[config.mk]
export PLATFORM = sky130hd
export DESIGN_NAME = hdr_strip_top
export DESIGN_NICKNAME = d
export VERILOG_FILES = /design/src/rtl/strip_pkg.sv /design/src/rtl/strip_byte_pos.sv /design/src/rtl/strip_run_det.sv /design/src/rtl/strip_pay_cnt.sv /design/src/rtl/hdr_strip_top.sv
export SDC_FILE = /design/constraint.sdc
export NUM_CORES = 1
export LEC_CHECK = 0
export BUFFER_PORTS_ARGS = -buffer_cell sky130_fd_sc_hd__buf_2
export CAP_MARGIN = 20
export CORE_AREA = 5 5 124 126
export CTS_CLUSTER_SIZE = 8
export DETAILED_ROUTE_END_ITERATION = 10
export DIE_AREA = 0 0 129 131
export SYNTH_ARGS = -nofsm -noshare
export SYNTH_HDL_FRONTEND = slang
export SYNTH_SLANG_ARGS = --single-unit
export TNS_END_PERCENT = 100
[constraint.sdc]
create_clock -name clk -period 4.78 [get_ports clk]
set_input_delay 0.478 -clock clk [delete_from_list [all_inputs] [get_ports clk]]
set_output_delay 0.478 -clock clk [all_outputs]
set_load 0.02 [all_outputs]
[src/rtl/strip_pkg.sv]
package strip_pkg;

    typedef enum logic [2:0] {
        ST_SKIP  = 3'd0,
        ST_LEN   = 3'd1,
        ST_FIELD = 3'd2,
        ST_SCAN  = 3'd3,
        ST_FLUSH = 3'd4,
        ST_PASS  = 3'd5
    } strip_state_t;

endpackage

[src/rtl/strip_byte_pos.sv]
// Offset of the next input byte within the current file.
module strip_byte_pos #(
    parameter int CNT_W = 32
) (
    input  logic             clk,
    input  logic             rst_n,
    input  logic             step,
    input  logic             clear,
    output logic [CNT_W-1:0] pos
);
    always_ff @(posedge clk) begin
        if (!rst_n) begin
            pos <= '0;
        end else if (clear) begin
            pos <= '0;
        end else if (step) begin
            pos <= pos + CNT_W'(1);
        end
    end
endmodule

[src/rtl/strip_run_det.sv]
// Counts consecutive sync bytes and flags the byte that completes a run.
module strip_run_det #(
    parameter int         RUN_LEN  = 4,
    parameter logic [7:0] RUN_BYTE = 8'hFF
) (
    input  logic       clk,
    input  logic       rst_n,
    input  logic       clr,
    input  logic       en,
    input  logic [7:0] data,
    output logic       hit
);
    localparam int RUN_W = $clog2(RUN_LEN + 1);

    logic [RUN_W-1:0] run_q;
    logic             is_sync;

    assign is_sync = (data == RUN_BYTE);
    assign hit     = en && is_sync && (run_q == RUN_W'(RUN_LEN - 1));

    always_ff @(posedge clk) begin
        if (!rst_n) begin
            run_q <= '0;
        end else if (clr) begin
            run_q <= '0;
        end else if (en) begin
            if (!is_sync || hit) begin
                run_q <= '0;
            end else begin
                run_q <= run_q + RUN_W'(1);
            end
        end
    end
endmodule

[src/rtl/strip_pay_cnt.sv]
// Payload byte counter and end-of-payload pulse.
module strip_pay_cnt #(
    parameter int CNT_W = 32
) (
    input  logic             clk,
    input  logic             rst_n,
    input  logic             clr,
    input  logic             inc,
    input  logic             fin,
    output logic [CNT_W-1:0] count,
    output logic             end_pulse
);
    always_ff @(posedge clk) begin
        if (!rst_n) begin
            count     <= '0;
            end_pulse <= 1'b0;
        end else begin
            end_pulse <= inc && fin;
            if (clr) begin
                count <= '0;
            end else if (inc) begin
                count <= count + CNT_W'(1);
            end
        end
    end
endmodule

[src/rtl/hdr_strip_top.sv]
module hdr_strip_top #(
    parameter int         HDR_OFFSET = 15,
    parameter int         NUM_FIELDS = 4,
    parameter int         FIELD_GAP  = 3,
    parameter int         PRE_LEN    = 4,
    parameter logic [7:0] PRE_BYTE   = 8'hFF,
    parameter int         CNT_W      = 32
) (
    input  logic             clk,
    input  logic             rst_n,
    input  logic [7:0]       in_data,
    input  logic             in_valid,
    input  logic             in_last,
    output logic             in_ready,
    output logic [7:0]       out_data,
    output logic             out_valid,
    output logic             out_last,
    input  logic             out_ready,
    output logic             payload_start,
    output logic             start_found,
    output logic [CNT_W-1:0] start_offset,
    output logic [CNT_W-1:0] payload_count,
    output logic             payload_end,
    output logic             no_preamble
);
    import strip_pkg::*;

    localparam int FLD_W = $clog2(NUM_FIELDS + 1);
    localparam int REM_W = $clog2(256 + FIELD_GAP);
    localparam int FLS_W = $clog2(PRE_LEN + 1);

    strip_state_t     state_q, state_d;
    logic [FLD_W-1:0] field_q, field_d;
    logic [REM_W-1:0] rem_q, rem_d;
    logic [FLS_W-1:0] flush_q, flush_d;
    logic             pend_last_q, pend_last_d;

    logic             in_acc, out_acc;
    logic [CNT_W-1:0] pos;
    logic             hit;
    logic             file_begin;
    logic             err_now;
    logic             flush_end;

    assign in_acc     = in_valid && in_ready;
    assign out_acc    = out_valid && out_ready;
    assign file_begin = in_acc && (state_q == ST_SKIP) && (pos == '0);
    assign flush_end  = (flush_q == FLS_W'(PRE_LEN - 1));

    strip_byte_pos #(.CNT_W(CNT_W)) u_pos (
        .clk   (clk),
        .rst_n (rst_n),
        .step  (in_acc),
        .clear (in_acc && in_last),
        .pos   (pos)
    );

    strip_run_det #(.RUN_LEN(PRE_LEN), .RUN_BYTE(PRE_BYTE)) u_run (
        .clk   (clk),
        .rst_n (rst_n),
        .clr   (state_q != ST_SCAN),
        .en    (in_acc && (state_q == ST_SCAN)),
        .data  (in_data),
        .hit   (hit)
    );

    strip_pay_cnt #(.CNT_W(CNT_W)) u_cnt (
        .clk       (clk),
        .rst_n     (rst_n),
        .clr       (file_begin),
        .inc       (out_acc),
        .fin       (out_last),
        .count     (payload_count),
        .end_pulse (payload_end)
    );

    assign err_now = in_acc && in_last && !hit &&
                     (state_q inside {ST_SKIP, ST_LEN, ST_FIELD, ST_SCAN});

    // Next-state logic
    always_comb begin
        state_d     = state_q;
        field_d     = field_q;
        rem_d       = rem_q;
        flush_d     = flush_q;
        pend_last_d = pend_last_q;
        unique case (state_q)
            ST_SKIP: begin
                if (in_acc) begin
                    if (in_last) begin
                        state_d = ST_SKIP;
                    end else if (pos == CNT_W'(HDR_OFFSET - 1)) begin
                        state_d = ST_LEN;
                        field_d = '0;
                    end
                end
            end
            ST_LEN: begin
                if (in_acc) begin
                    if (in_last) begin
                        state_d = ST_SKIP;
                    end else begin
                        rem_d   = REM_W'(in_data) + REM_W'(FIELD_GAP - 1);
                        state_d = ST_FIELD;
                    end
                end
            end
            ST_FIELD: begin
                if (in_acc) begin
                    rem_d = rem_q - REM_W'(1);
                    if (in_last) begin
                        state_d = ST_SKIP;
                    end else if (rem_q == REM_W'(1)) begin
                        if (field_q == FLD_W'(NUM_FIELDS - 1)) begin
                            state_d = ST_SCAN;
                        end else begin
                            field_d = field_q + FLD_W'(1);
                            state_d = ST_LEN;
                        end
                    end
                end
            end
            ST_SCAN: begin
                if (in_acc) begin
                    if (hit) begin
                        state_d     = ST_FLUSH;
                        flush_d     = '0;
                        pend_last_d = in_last;
                    end else if (in_last) begin
                        state_d = ST_SKIP;
                    end
                end
            end
            ST_FLUSH: begin
                if (out_acc) begin
                    flush_d = flush_q + FLS_W'(1);
                    if (flush_end) begin
                        state_d = pend_last_q ? ST_SKIP : ST_PASS;
                    end
                end
            end
            ST_PASS: begin
                if (out_acc && in_last) begin
                    state_d = ST_SKIP;
                end
            end
            default: state_d = ST_SKIP;
        endcase
    end

    // State register
    always_ff @(posedge clk) begin
        if (!rst_n) begin
            state_q     <= ST_SKIP;
            field_q     <= '0;
            rem_q       <= '0;
            flush_q     <= '0;
            pend_last_q <= 1'b0;
        end else begin
            state_q     <= state_d;
            field_q     <= field_d;
            rem_q       <= rem_d;
            flush_q     <= flush_d;
            pend_last_q <= pend_last_d;
        end
    end

    // Stream outputs
    always_comb begin
        in_ready  = 1'b1;
        out_valid = 1'b0;
        out_data  = in_data;
        out_last  = 1'b0;
        unique case (state_q)
            ST_SKIP, ST_LEN, ST_FIELD, ST_SCAN: begin
                in_ready = 1'b1;
            end
            ST_FLUSH: begin
                in_ready  = 1'b0;
                out_valid = 1'b1;
                out_data  = PRE_BYTE;
                out_last  = pend_last_q && flush_end;
            end
            ST_PASS: begin
                in_ready  = out_ready;
                out_valid = in_valid;
                out_data  = in_data;
                out_last  = in_last;
            end
            default: in_ready = 1'b1;
        endcase
    end

    // Status flags
    always_ff @(posedge clk) begin
        if (!rst_n) begin
            payload_start <= 1'b0;
            start_found   <= 1'b0;
            start_offset  <= '0;
            no_preamble   <= 1'b0;
        end else begin
            payload_start <= hit;
            if (hit) begin
                start_found  <= 1'b1;
                start_offset <= pos - CNT_W'(PRE_LEN - 1);
            end else if (file_begin) begin
                start_found <= 1'b0;
            end
            if (err_now) begin
                no_preamble <= 1'b1;
            end else if (file_begin) begin
                no_preamble <= 1'b0;
            end
        end
    end
endmodule

==> qor.txt, run 1 <==
========================================================================================
Share of cell area taken by muxes after synthesis                                 0.660%
Instance count after placement with tap cells included                              1013
Post-Synthesis Cell Area                                                    0.00625 sq mm
Type of element launching the critical path                                     register
Standard cell core area                                                     0.0142 sq mm
Compound-cell area share of the yosys netlist                                      11.9%
Count of TritonRoute iterations in the first routing pass                              4
Syn avg cell area                                                             7.99 sq um
Part of the total power dissipated in the clock network                            50.2%
Combinational family with the most area after synthesis                     simple AND/OR/NAND/NOR gates
Filler-free cell count of the finished design                                       1043
Net Switching                                                                   0.496 mW
Worst-path cell chain                                                       nand2b_1 -> nand4bb_1 -> or4_1 -> or3_1 -> a21oi_1
Net total in the final layout                                                        876
Xor/xnor cell area share of the yosys netlist                                      12.0%
Portion of the clock cycle consumed by the worst path in the final layout          55.0%
Data arrival time of the critical path                                           2.98 ns
Adder and majority gate portion of the synthesized area                            2.60%
Count of hold buffers inserted by post-cts repair                                      0
First-pass GRT wire length                                                      25600 um
Initial antenna violation count                                                        0
Total wire length                                                               15500 um
Largest area contributor in the synthesized netlist                         sky130_fd_sc_hd__dfxtp_1
Detailed Route Iter0 Violations                                                      242
Worst path max stage delay                                                       0.83 ns
Detailed-route wire length per cell                                              14.9 um
Number of setup buffers added after CTS                                                0
Height of the die                                                                 131 um
Sequential fraction of the synthesis area                                          39.1%
PwrDens                                                                      314 mW/mm^2
ANT nets after route                                                                   0
Num rows                                                                              44
Yosys warning total                                                                    0
Layout cells sized above 1                                                         16.2%
Classification of the worst setup path                                           reg2reg
Transition time of the tightest slew-check pin                                  0.942 ns
Endpoints failing setup                                                                0
Master cell of the clock root buffer                                        sky130_fd_sc_hd__clkbuf_16
Post-Place Setup Slack                                                           2.16 ns
Cell leakage power                                                               3.02 nW
Worst Slack Setup Final                                                          2.15 ns
Number of clock buffers inserted by TritonCTS                                         17
Result of the run                                                              completed
H-tree Lvls                                                                            4
Drc violations                                                                         0
Die ar.                                                                     0.0169 sq mm
Estimated wirelength of the detail-placed design                                11200 um
Simple-gate share of the synthesized area                                          28.7%
Total design power                                                               2.29 mW
Effective utilization at floorplan                                                 44.0%
Count of port buffers added during placement                                          91
Number of max-slew violations in the final report                                      0
TNS Setup                                                                           0 ns
Cell with the biggest individual delay on the critical path                 sky130_fd_sc_hd__or4_1
Horizontal die dimension                                                          129 um
Maximum number of pins on one net before global-route repair                          35
Largest buffer count on any clock path                                                 2
Skew final                                                                     0.0118 ns
Routed vias/inst                                                                    5.34
RSZ-0062 raised after global routing                                               false
IR drop worst, VDD                                                                236 uV
Cell count after synthesis                                                           783
Routability congestion estimate from global placement                              0.861
Clock transition at path regs                                                    0.05 ns
Most frequently used flop master after synthesis                            sky130_fd_sc_hd__dfxtp_1
Power share of the sequential group                                                44.9%
Total I/O pin count                                                                   92
Number of global-route vias before repair                                           5363
Total number of clock tree sinks                                                     122
Total number of vias                                                                5567
Number of enable flip-flop cells after synthesis                                       0
CP max FO                                                                             15
Max cap viols                                                                          0
Resized Gates After CTS                                                                0
Standard cell area after detailed placement                                 0.00676 sq mm
Time the worst path needs with I/O delays and setup                              2.63 ns
Internal power                                                                   1.80 mW
Finished layout cell area                                                   0.00730 sq mm
Proportion of power drawn by combinational gates                                    4.8%
Critical Path Sink Type                                                         register
Top area cells in the synthesized netlist                                   sky130_fd_sc_hd__dfxtp_1 39%, sky130_fd_sc_hd__nor2_1 8.5%, sky130_fd_sc_hd__xnor2_1 6.2%, sky130_fd_sc_hd__xor2_1 5.9%, sky130_fd_sc_hd__nand2_1 3.5%
Skew-Pair Late Insertion Delay                                                   0.41 ns
Post-Synthesis Net Count                                                             809
Global router's overall resource usage                                             18.8%
Synthesis-to-layout area growth                                                    16.8%
Hold crit path type                                                               in2reg
Switching part of the total                                                        21.6%
Filler Cell Count                                                                   1384
Total overflow reported by the global router                                           0
Clock tree from TritonCTS                                                            yes
Relative slew slack                                                                36.6%
Final number of hold-violating endpoints                                               0
Number of synthesized register bits                                                  122
Max frequency                                                                    380 MHz
Share of Yosys cell area claimed by the top area cell type                         39.1%
Cell variety after synth                                                              64
Data required time at the worst endpoint                                         5.13 ns
Post-synth ARST share                                                                 0%
========================================================================================
[layer usage]
layer	vias to the layer above	global-route usage (%)	routed length, um
met5	-	0	0
li1	2810	-	-
met4	0	7.97	271
met3	22	4.51	542
met1	2632	22.6	6810
met2	103	32.3	7900
[cells in the final DEF (no fill, tap or decap), types with 6 or more instances in the layout]
cell,count
sky130_fd_sc_hd__nor4_1,9
sky130_fd_sc_hd__xnor2_1,44
sky130_fd_sc_hd__ha_1,13
sky130_fd_sc_hd__o21ai_0,29
sky130_fd_sc_hd__xor2_1,42
sky130_fd_sc_hd__and3_1,10
sky130_fd_sc_hd__nor3_1,24
sky130_fd_sc_hd__buf_4,6
sky130_fd_sc_hd__nand2b_1,16
sky130_fd_sc_hd__dfxtp_1,122
sky130_fd_sc_hd__or2_2,7
sky130_fd_sc_hd__nand3_1,33
sky130_fd_sc_hd__inv_1,21
sky130_fd_sc_hd__or3_1,16
sky130_fd_sc_hd__nand2_1,59
sky130_fd_sc_hd__nor2_1,142
sky130_fd_sc_hd__buf_2,91
sky130_fd_sc_hd__clkbuf_16,17
sky130_fd_sc_hd__and2_1,7
sky130_fd_sc_hd__nand4_1,16
sky130_fd_sc_hd__a211oi_1,17
sky130_fd_sc_hd__a21oi_1,37
[state kept, by name (all words and copies together) (netlist names), 3 cells and up]
signal	flops
u_pos.pos	32
u_run.run_q	3
start_offset	32
flush_q	3
field_q	3
state_q	3
rem_q	9
u_cnt.count	32
[stage by stage]
| stage | util (%) | hold slack [ns] |
|---|---|---|
| after CTS | 51.3 | 0.405 |
| after detailed placement | 47.6 | 0.459 |
| after global routing | 51.4 | 0.447 |
| after global placement | 47.6 | 0.446 |
| final | 51.4 | 0.415 |
| after floorplan | - | 0.436 |
[cell type report]
class                   count  area (sq um)  area share (%)
diodes                      1          2.50          0.0343
clock buffers              23           478            6.54
clock inverters             4          45.0           0.617
inverters                  22          82.6            1.13
multi-input cells         589          3510            48.0
flip-flops and latches    122          2440            33.4
well taps                 184           230            3.15
repair buffers             98           515            7.06
[power by group through the flow]
stage          Combinational (mW)  Clock, mW  Sequential (mW)
2_1_floorplan              0.0771          0             1.05
3_3_place_gp                0.107          0             1.05
3_5_place_dp                0.109          0             1.05
4_1_cts                     0.109       1.18             1.03
5_1_grt                     0.123       1.22             1.03
6_report                    0.111       1.15             1.03
[logic make-up after synthesis]
logic type      after synthesis
simple gates                367
flops                       122
compound gates              119
xor+xnor                     86
buf+inv                      72
fa+ha+maj                    13
mux                           4
[Yosys cell counts, types with 2 or more instances]
| cell type | n |
|---|---|
| sky130_fd_sc_hd__o22ai_1 | 2 |
| sky130_fd_sc_hd__a21oi_1 | 37 |
| sky130_fd_sc_hd__nand3_1 | 33 |
| sky130_fd_sc_hd__nor4_1 | 10 |
| sky130_fd_sc_hd__or4_1 | 4 |
| sky130_fd_sc_hd__and2_1 | 7 |
| sky130_fd_sc_hd__nand2_1 | 59 |
| sky130_fd_sc_hd__o21ai_0 | 29 |
| sky130_fd_sc_hd__ha_1 | 13 |
| sky130_fd_sc_hd__a31oi_1 | 2 |
| sky130_fd_sc_hd__buf_1 | 2 |
| sky130_fd_sc_hd__or2_2 | 7 |
| sky130_fd_sc_hd__nand4_1 | 16 |
| sky130_fd_sc_hd__nand2b_1 | 16 |
| sky130_fd_sc_hd__nor3_1 | 24 |
| sky130_fd_sc_hd__buf_2 | 3 |
| sky130_fd_sc_hd__nor2_1 | 142 |
| sky130_fd_sc_hd__o311a_1 | 2 |
| sky130_fd_sc_hd__mux2i_1 | 3 |
| sky130_fd_sc_hd__and4b_1 | 2 |
| sky130_fd_sc_hd__inv_1 | 21 |
| sky130_fd_sc_hd__nor2b_1 | 4 |
| sky130_fd_sc_hd__xor2_1 | 42 |
| sky130_fd_sc_hd__o211ai_1 | 4 |
| sky130_fd_sc_hd__clkbuf_1 | 39 |
| sky130_fd_sc_hd__or4b_1 | 2 |
| sky130_fd_sc_hd__buf_6 | 4 |
| sky130_fd_sc_hd__o21ai_1 | 2 |
| sky130_fd_sc_hd__a2bb2oi_1 | 3 |
| sky130_fd_sc_hd__and3_1 | 10 |
| sky130_fd_sc_hd__xnor2_1 | 44 |
| sky130_fd_sc_hd__a211oi_1 | 17 |
| sky130_fd_sc_hd__o41ai_1 | 2 |
| sky130_fd_sc_hd__o21bai_1 | 3 |
| sky130_fd_sc_hd__and4_1 | 4 |
| sky130_fd_sc_hd__or3_1 | 16 |
| sky130_fd_sc_hd__dfxtp_1 | 122 |
| sky130_fd_sc_hd__a22oi_1 | 5 |
[worst paths after layout]
check,start,to,slack (ns),cells after the start
max,state_q[2],u_cnt.count[12],2.15,5
max reg2reg,state_q[2],u_cnt.count[12],2.15,5
min reg2reg,start_found,start_found,0.46,2
min,out_ready,flush_q[1],0.42,3
[critical path, delay by kind of cell (launching register included)]
| family | cells | cell delay [ns] |
|---|---|---|
| flops | 1 | 0.57 |
| compound gates | 1 | 0.14 |
| simple gates | 4 | 1.85 |
(Power assumes the default switching activity.)
==> run 2: changes to the inputs <==
PLACE_DENSITY = 0.67   (was unset)
clock period = 2.3 ns   (was 4.78 ns; I/O delays follow)
==> run 2 against run 1 <==
Net effect:
- worst setup slack got worse by 2.1 ns
- critical endpoint is now state_q[1]
- core utilization up 2.7 points
- clock-buffer cell count is 2 lower
- cell count grew 4.3%
- critical path type unchanged
- die area is the same
- critical path depth up 1
- via count is 1.9% higher
==> qor.txt, run 2 (synthesis gave the netlist of run 1 again) <==
========================================================================================
Initial antenna violation count                                                        0
Worst Hold Path Cells                                                                  3
Number of global-route vias before repair                                           5312
Sequential cell area                                                        0.00244 sq mm
Max cap viols                                                                          0
Reg2reg end                                                                   state_q[1]
Proportion of power drawn by combinational gates                                    5.5%
Startpoint of the tightest hold check path                                    in_data[0]
Total I/O pin count                                                                   92
Count of hold buffers inserted by post-cts repair                                      0
Detailed-route wire length per cell                                              14.2 um
Total stage count of the critical path                                                 6
H-tree Lvls                                                                            4
Number of max-slew violations in the final report                                      0
Num rows                                                                              44
Final number of hold-violating endpoints                                               0
Layout cells sized above 1                                                         21.5%
Count of port buffers added during placement                                          91
Estimated wirelength of the detail-placed design                                11100 um
Worst Slack Setup Final                                                        0.0119 ns
ANT nets after route                                                                   0
Detailed Route Iter0 Violations                                                      339
Total number of clock tree sinks                                                     122
Data arrival time of the critical path                                           2.63 ns
Worst R2R Start                                                             u_pos.pos[8]
Switching part of the total                                                        22.5%
Cell with the biggest individual delay on the critical path                 sky130_fd_sc_hd__or4_4
Part of the total power dissipated in the clock network                            50.3%
IR drop worst, VDD                                                                552 uV
Cell family with the largest share of critical-path delay                   simple AND/OR/NAND/NOR gates
Largest registers                                                           start_offset: 32 flops, u_cnt.count: 32 flops, u_pos.pos: 32 flops
Classification of the worst setup path                                           reg2reg
Routed vias/inst                                                                    5.22
Global router's overall resource usage                                             18.7%
First-pass GRT wire length                                                      25600 um
Net Switching                                                                    1.09 mW
Synthesis-to-layout area growth                                                    22.9%
Filler Cell Count                                                                   1385
Buffers & Inverters on Critical Path                                                   0
Height of the die                                                                 131 um
Total number of vias                                                                5675
Leading cell types in the layout, fill and taps excluded                    142 x sky130_fd_sc_hd__nor2_1, 121 x sky130_fd_sc_hd__dfxtp_1, 91 x sky130_fd_sc_hd__buf_2
Post-Place Setup Slack                                                         -0.104 ns
PwrDens                                                                      628 mW/mm^2
Master cell of the clock root buffer                                        sky130_fd_sc_hd__clkbuf_16
ANT cells                                                                              0
Worst path max stage delay                                                       0.55 ns
Number of cell instances on the worst register-to-register path                        6
Max frequency                                                                    437 MHz
Endpoint of the worst hold-timing path                                          rem_q[0]
Net total in the final layout                                                        919
Relative slew slack                                                                58.3%
Count of TritonRoute iterations in the first routing pass                              6
Worst-path cell chain                                                       or4_4 -> nor4b_4 -> a41o_1 -> o311ai_2 -> or4_1 -> a31oi_1
Internal power                                                                   3.74 mW
Type of element launching the critical path                                     register
CP max FO                                                                              5
Routability congestion estimate from global placement                              0.867
Register-to-register setup slack                                                 0.01 ns
Largest buffer count on any clock path                                                 2
Skew-Pair Late Insertion Delay                                                   0.42 ns
Total wire length                                                               15400 um
Data required time at the worst endpoint                                         2.64 ns
Total area of multi-input combinational cells                               0.00354 sq mm
Worst hold slack after final layout                                             0.176 ns
Endpoints failing setup                                                                0
Cell leakage power                                                               3.25 nW
Portion of the clock cycle consumed by the worst path in the final layout          99.5%
Standard cell core area                                                     0.0142 sq mm
Die ar.                                                                     0.0169 sq mm
Number of clock buffers inserted by TritonCTS                                         17
Total overflow reported by the global router                                           0
Commonest non-fill, non-tap cell in the layout                              sky130_fd_sc_hd__nor2_1
Clock tree from TritonCTS                                                            yes
RSZ-0062 raised after global routing                                                true
Maximum number of pins on one net before global-route repair                          35
Power share of the sequential group                                                44.2%
Time the worst path needs with I/O delays and setup                              2.29 ns
Clock transition at path regs                                                    0.05 ns
Critical Path Sink Type                                                         register
Result of the run                                                              completed
Skew final                                                                    0.00724 ns
Drc violations                                                                         0
Effective utilization at floorplan                                                 44.0%
Hold crit path type                                                               in2reg
Critical path startpoint                                                    u_pos.pos[8]
Transition time of the tightest slew-check pin                                  0.626 ns
Horizontal die dimension                                                          129 um
========================================================================================
run 2: changes by cell type in the layout (fill, tap and decap cells not counted), moves of 2 or more:
cell | before | now
sky130_fd_sc_hd__buf_4 | 6 | 48
sky130_fd_sc_hd__clkinv_2 | 3 | 6
sky130_fd_sc_hd__buf_12 | 0 | 2
sky130_fd_sc_hd__clkinvlp_4 | 0 | 2
run 2: cell type report:
type	instances	share of cell area [%]
flip-flops and latches	122	31.8
repair buffers	141	11.1
multi-input cells	589	46.0
clock inverters	9	0.977
well taps	184	3.00
inverters	22	1.07
clock buffers	21	5.99
run 2: power by group through the flow:
stage | logic [mW] | clock network (mW) | registers (mW)
final | 0.264 | 2.43 | 2.13
after global routing | 0.290 | 2.59 | 2.13
after CTS | 0.262 | 2.49 | 2.13
after detailed placement | 0.259 | 0 | 2.18
after global placement | 0.258 | 0 | 2.18
after floorplan | 0.160 | 0 | 2.18
run 2: worst max-delay path by stage:
stage | to | slack [ns]
after floorplan | start_offset[28] | -0.03
after global placement | state_q[1] | -0.005
after detailed placement | state_q[1] | -0.10
after CTS | state_q[1] | 0.01
after global routing | state_q[1] | -0.09
final | state_q[1] | 0.01
run 2: worst register-to-register path: cells and delay by family, from the launching register on:
kind / cells / cell delay (ns)
simple gates: 3 / 1.33
compound gates: 3 / 0.58
flops: 1 / 0.31
run 2: layer usage:
metal	track usage, %	share of wire (%)	vias to the layer above
li1	-	-	2904
met1	24.0	46	2637
met2	31.5	47	116
met3	4.35	5.4	18
met4	5.74	1.1	0
met5	0	0	-
run 2: repair_timing:
action	CTS	global route
setup buffers	0	2
gates resized for setup	3	5
gates cloned	0	0
pin swaps	1	1
endpoints found under the setup margin	2	13
run 2: metrics by stage:
stage	util, %	TNS, ns	total power, mW	cells	area, sq um
floorplan	-	-0.0262	2.34	783	6250
detailed placement	50.0	-0.160	2.44	1055	7100
finish	54.1	0	4.83	1088	7680
global placement	50.0	-0.00455	2.44	1055	7100
CTS	53.8	0	4.88	1085	7650
global route	54.1	-0.140	5.02	1088	7680
==> run 3: changes to the inputs <==
ABC_AREA = 1   (was unset)
CORE_AREA = 5 5 132 134   (was 5 5 124 126)
DIE_AREA = 0 0 137 139   (was 0 0 129 131)
PLACE_DENSITY = 0.66   (was 0.67)
==> run 3 against run 2 <==
Net effect:
- power up 24%
- wire length up 21%
- fmax increased by 6.1%
==> qor.txt, run 3 <==
========================================================================================
Initial antenna violation count                                                        0
Internal power                                                                   4.22 mW
Number of clock buffers inserted by TritonCTS                                         17
Skew final                                                                    0.00880 ns
ANT cells                                                                              0
Total wire length                                                               18700 um
Filler Cell Count                                                                   1639
Number of cell instances on the worst register-to-register path                        8
Largest registers                                                           start_offset: 32 flops, u_cnt.count: 32 flops, u_pos.pos: 32 flops
Type of element launching the critical path                                     register
Top post-synthesis cells by count                                           215 x sky130_fd_sc_hd__nand2_1, 165 x sky130_fd_sc_hd__nor2_1, 122 x sky130_fd_sc_hd__dfxtp_1, 102 x sky130_fd_sc_hd__inv_1, 81 x sky130_fd_sc_hd__a21oi_1
Clock transition at path regs                                                    0.06 ns
Buffers & Inverters on Critical Path                                                   3
Power share of the sequential group                                                38.3%
Post-Synthesis Net Count                                                            1079
Max cap viols                                                                          0
Commonest non-fill, non-tap cell in the layout                              sky130_fd_sc_hd__nand2_1
Skew-Pair Late Insertion Delay                                                   0.42 ns
Cell variety after synth                                                              46
Worst path max stage delay                                                       0.59 ns
Total stage count of the critical path                                                 5
Critical Path Sink Type                                                     primary output
Endpoints failing setup                                                                0
Hold crit path type                                                               in2reg
Register-to-register setup slack                                                 0.23 ns
Number of enable flip-flop cells after synthesis                                       0
Maximum number of pins on one net before global-route repair                          27
Total number of clock tree sinks                                                     122
TNS Setup                                                                           0 ns
PwrDens                                                                      727 mW/mm^2
Horizontal die dimension                                                          137 um
Cell leakage power                                                               3.56 nW
Standard cell core area                                                     0.0162 sq mm
Routability congestion estimate from global placement                              0.966
Most repeated cell in the gate-level netlist after synthesis                sky130_fd_sc_hd__nand2_1
Filler-free cell count of the finished design                                       1366
Proportion of power drawn by combinational gates                                   18.7%
Master cell of the clock root buffer                                        sky130_fd_sc_hd__clkbuf_16
Share of Yosys cell area claimed by the top area cell type                         34.5%
Data arrival time of the critical path                                           1.93 ns
Height of the die                                                                 139 um
Largest area contributor in the synthesized netlist                         sky130_fd_sc_hd__dfxtp_1
Worst R2R Start                                                               state_q[2]
Largest buffer count on any clock path                                                 2
First-pass GRT wire length                                                      31400 um
Relative slew slack                                                                62.0%
Leading cell types in the layout, fill and taps excluded                    215 x sky130_fd_sc_hd__nand2_1, 165 x sky130_fd_sc_hd__nor2_1, 121 x sky130_fd_sc_hd__dfxtp_1
Classification of the worst setup path                                           reg2out
Synthesis-to-layout area growth                                                    16.8%
Cell count after synthesis                                                          1053
Count of hold buffers inserted by post-cts repair                                      0
Total I/O pin count                                                                   92
Number of synthesized register bits                                                  122
Post-synth ARST share                                                                 0%
Total number of vias                                                                6913
Num rows                                                                              47
Worst hold slack after final layout                                             0.103 ns
ANT nets after route                                                                   0
Count of port buffers added during placement                                          91
Count of TritonRoute iterations in the first routing pass                              7
Cell family with the largest share of critical-path delay                   buffers and inverters
Part of the total power dissipated in the clock network                            43.0%
Syn avg cell area                                                             6.73 sq um
Post-Synthesis Cell Area                                                    0.00708 sq mm
Yosys warning total                                                                    0
Capturing instance or port of the critical path                                 out_last
Data required time at the worst endpoint                                         2.07 ns
Most frequently used flop master after synthesis                            sky130_fd_sc_hd__dfxtp_1
Max frequency                                                                    464 MHz
Reg2reg end                                                                 u_cnt.count[13]
Time the worst path needs with I/O delays and setup                              2.16 ns
H-tree Lvls                                                                            4
Worst-path cell chain                                                       nand2_4 -> buf_4 -> inv_1 -> a32o_1 -> buf_2
Routed vias/inst                                                                    5.06
Resized Gates After CTS                                                                0
Sequential fraction of the synthesis area                                          34.5%
Detailed-route wire length per cell                                              13.7 um
Transition time of the tightest slew-check pin                                  0.570 ns
Final number of hold-violating endpoints                                               0
Result of the run                                                              completed
Top area cells in the synthesized netlist                                   sky130_fd_sc_hd__dfxtp_1 34%, sky130_fd_sc_hd__nand2_1 11%, sky130_fd_sc_hd__nor2_1 8.7%, sky130_fd_sc_hd__a21oi_1 5.7%, sky130_fd_sc_hd__inv_1 5.4%
Post-Place Setup Slack                                                          0.250 ns
Number of max-slew violations in the final report                                      0
Drc violations                                                                         0
Layout cells sized above 1                                                         16.5%
Estimated wirelength of the detail-placed design                                14200 um
Switching part of the total                                                        29.7%
Instance count after placement with tap cells included                              1336
Net total in the final layout                                                       1161
Clock tree from TritonCTS                                                            yes
Number of setup buffers added after CTS                                                0
Critical path startpoint                                                      state_q[2]
Detailed Route Iter0 Violations                                                      542
IR drop worst, VDD                                                                589 uV
Total overflow reported by the global router                                           0
Number of global-route vias before repair                                           6459
Net Switching                                                                    1.79 mW
Effective utilization at floorplan                                                 43.8%
CP max FO                                                                             11
RSZ-0062 raised after global routing                                               false
Cell with the biggest individual delay on the critical path                 sky130_fd_sc_hd__dfxtp_1
Global router's overall resource usage                                             20.3%
Portion of the clock cycle consumed by the worst path in the final layout          93.7%
Worst Slack Setup Final                                                         0.144 ns
Die ar.                                                                     0.0190 sq mm
========================================================================================
[run 3: power by group through the flow]
stage / Clock [mW] / Sequential (mW) / Combinational (mW)
finish: 2.59 / 2.30 / 1.12
global route: 2.75 / 2.31 / 1.28
CTS: 2.65 / 2.30 / 1.12
detailed placement: 0 / 2.34 / 1.12
global placement: 0 / 2.34 / 1.11
floorplan: 0 / 2.30 / 0.899
[run 3: area by class of cell]
cell class                      count  area, sq um  share of cell area, %
Clock buffer                       22          474                   5.73
Clock inverter                      8         95.1                   1.15
Multi-Input combinational cell    777         3990                   48.2
Inverter                          114          428                   5.17
Sequential cell                   122         2440                   29.5
Tap cell                          220          275                   3.33
Timing Repair Buffer              103          571                   6.90
[run 3: per-stage QoR]
| stage | total power, mW | utilization (%) | cell area, sq um |
|---|---|---|---|
| after global placement | 3.45 | 47.6 | 7700 |
| after detailed placement | 3.46 | 47.6 | 7700 |
| after CTS | 6.07 | 51.1 | 8270 |
| after floorplan | 3.20 | - | 7080 |
| final | 6.01 | 51.1 | 8270 |
| after global routing | 6.34 | 51.1 | 8270 |
[run 3: kinds of logic (layout without fill, tap and decap cells)]
logic type                 count (synthesis)  count (layout)  share of synthesized area [%]
buffers and inverters                    154             247                           9.24
DFF                                      122             122                           34.5
and+or+nand+nor                          540             540                           34.8
xor gates and xnor gates                  44              44                           5.44
adders and majority gates                 13              13                           2.30
AOI/OAI and AO/OA                        180             180                           13.7
[run 3: tightest hold or removal path: stages]
cell and delay, ns:
sky130_fd_sc_hd__buf_2 0.11, sky130_fd_sc_hd__nand2_1 0.06, sky130_fd_sc_hd__a31oi_1 0.07
[run 3: worst min-delay path by stage]
stage | start | end | slack, ns | depth (start not counted)
floorplan | in_data[0] | rem_q[0] | 0.39 | 2
global placement | u_cnt.count[31] | u_cnt.count[31] | 0.45 | 2
detailed placement | u_cnt.count[31] | u_cnt.count[31] | 0.46 | 2
CTS | in_data[0] | rem_q[0] | 0.08 | 3
global route | in_data[0] | rem_q[0] | 0.11 | 3
finish | in_data[0] | rem_q[0] | 0.10 | 3
[run 3: metal layers]
layer | vias up | track usage (%) | part of all wire (%)
met4 | 0 | 6.72 | 1.8
met1 | 3145 | 26.2 | 47
met2 | 148 | 33.6 | 48
met5 | - | 0 | 0
li1 | 3595 | - | -
met3 | 25 | 4.28 | 3.8
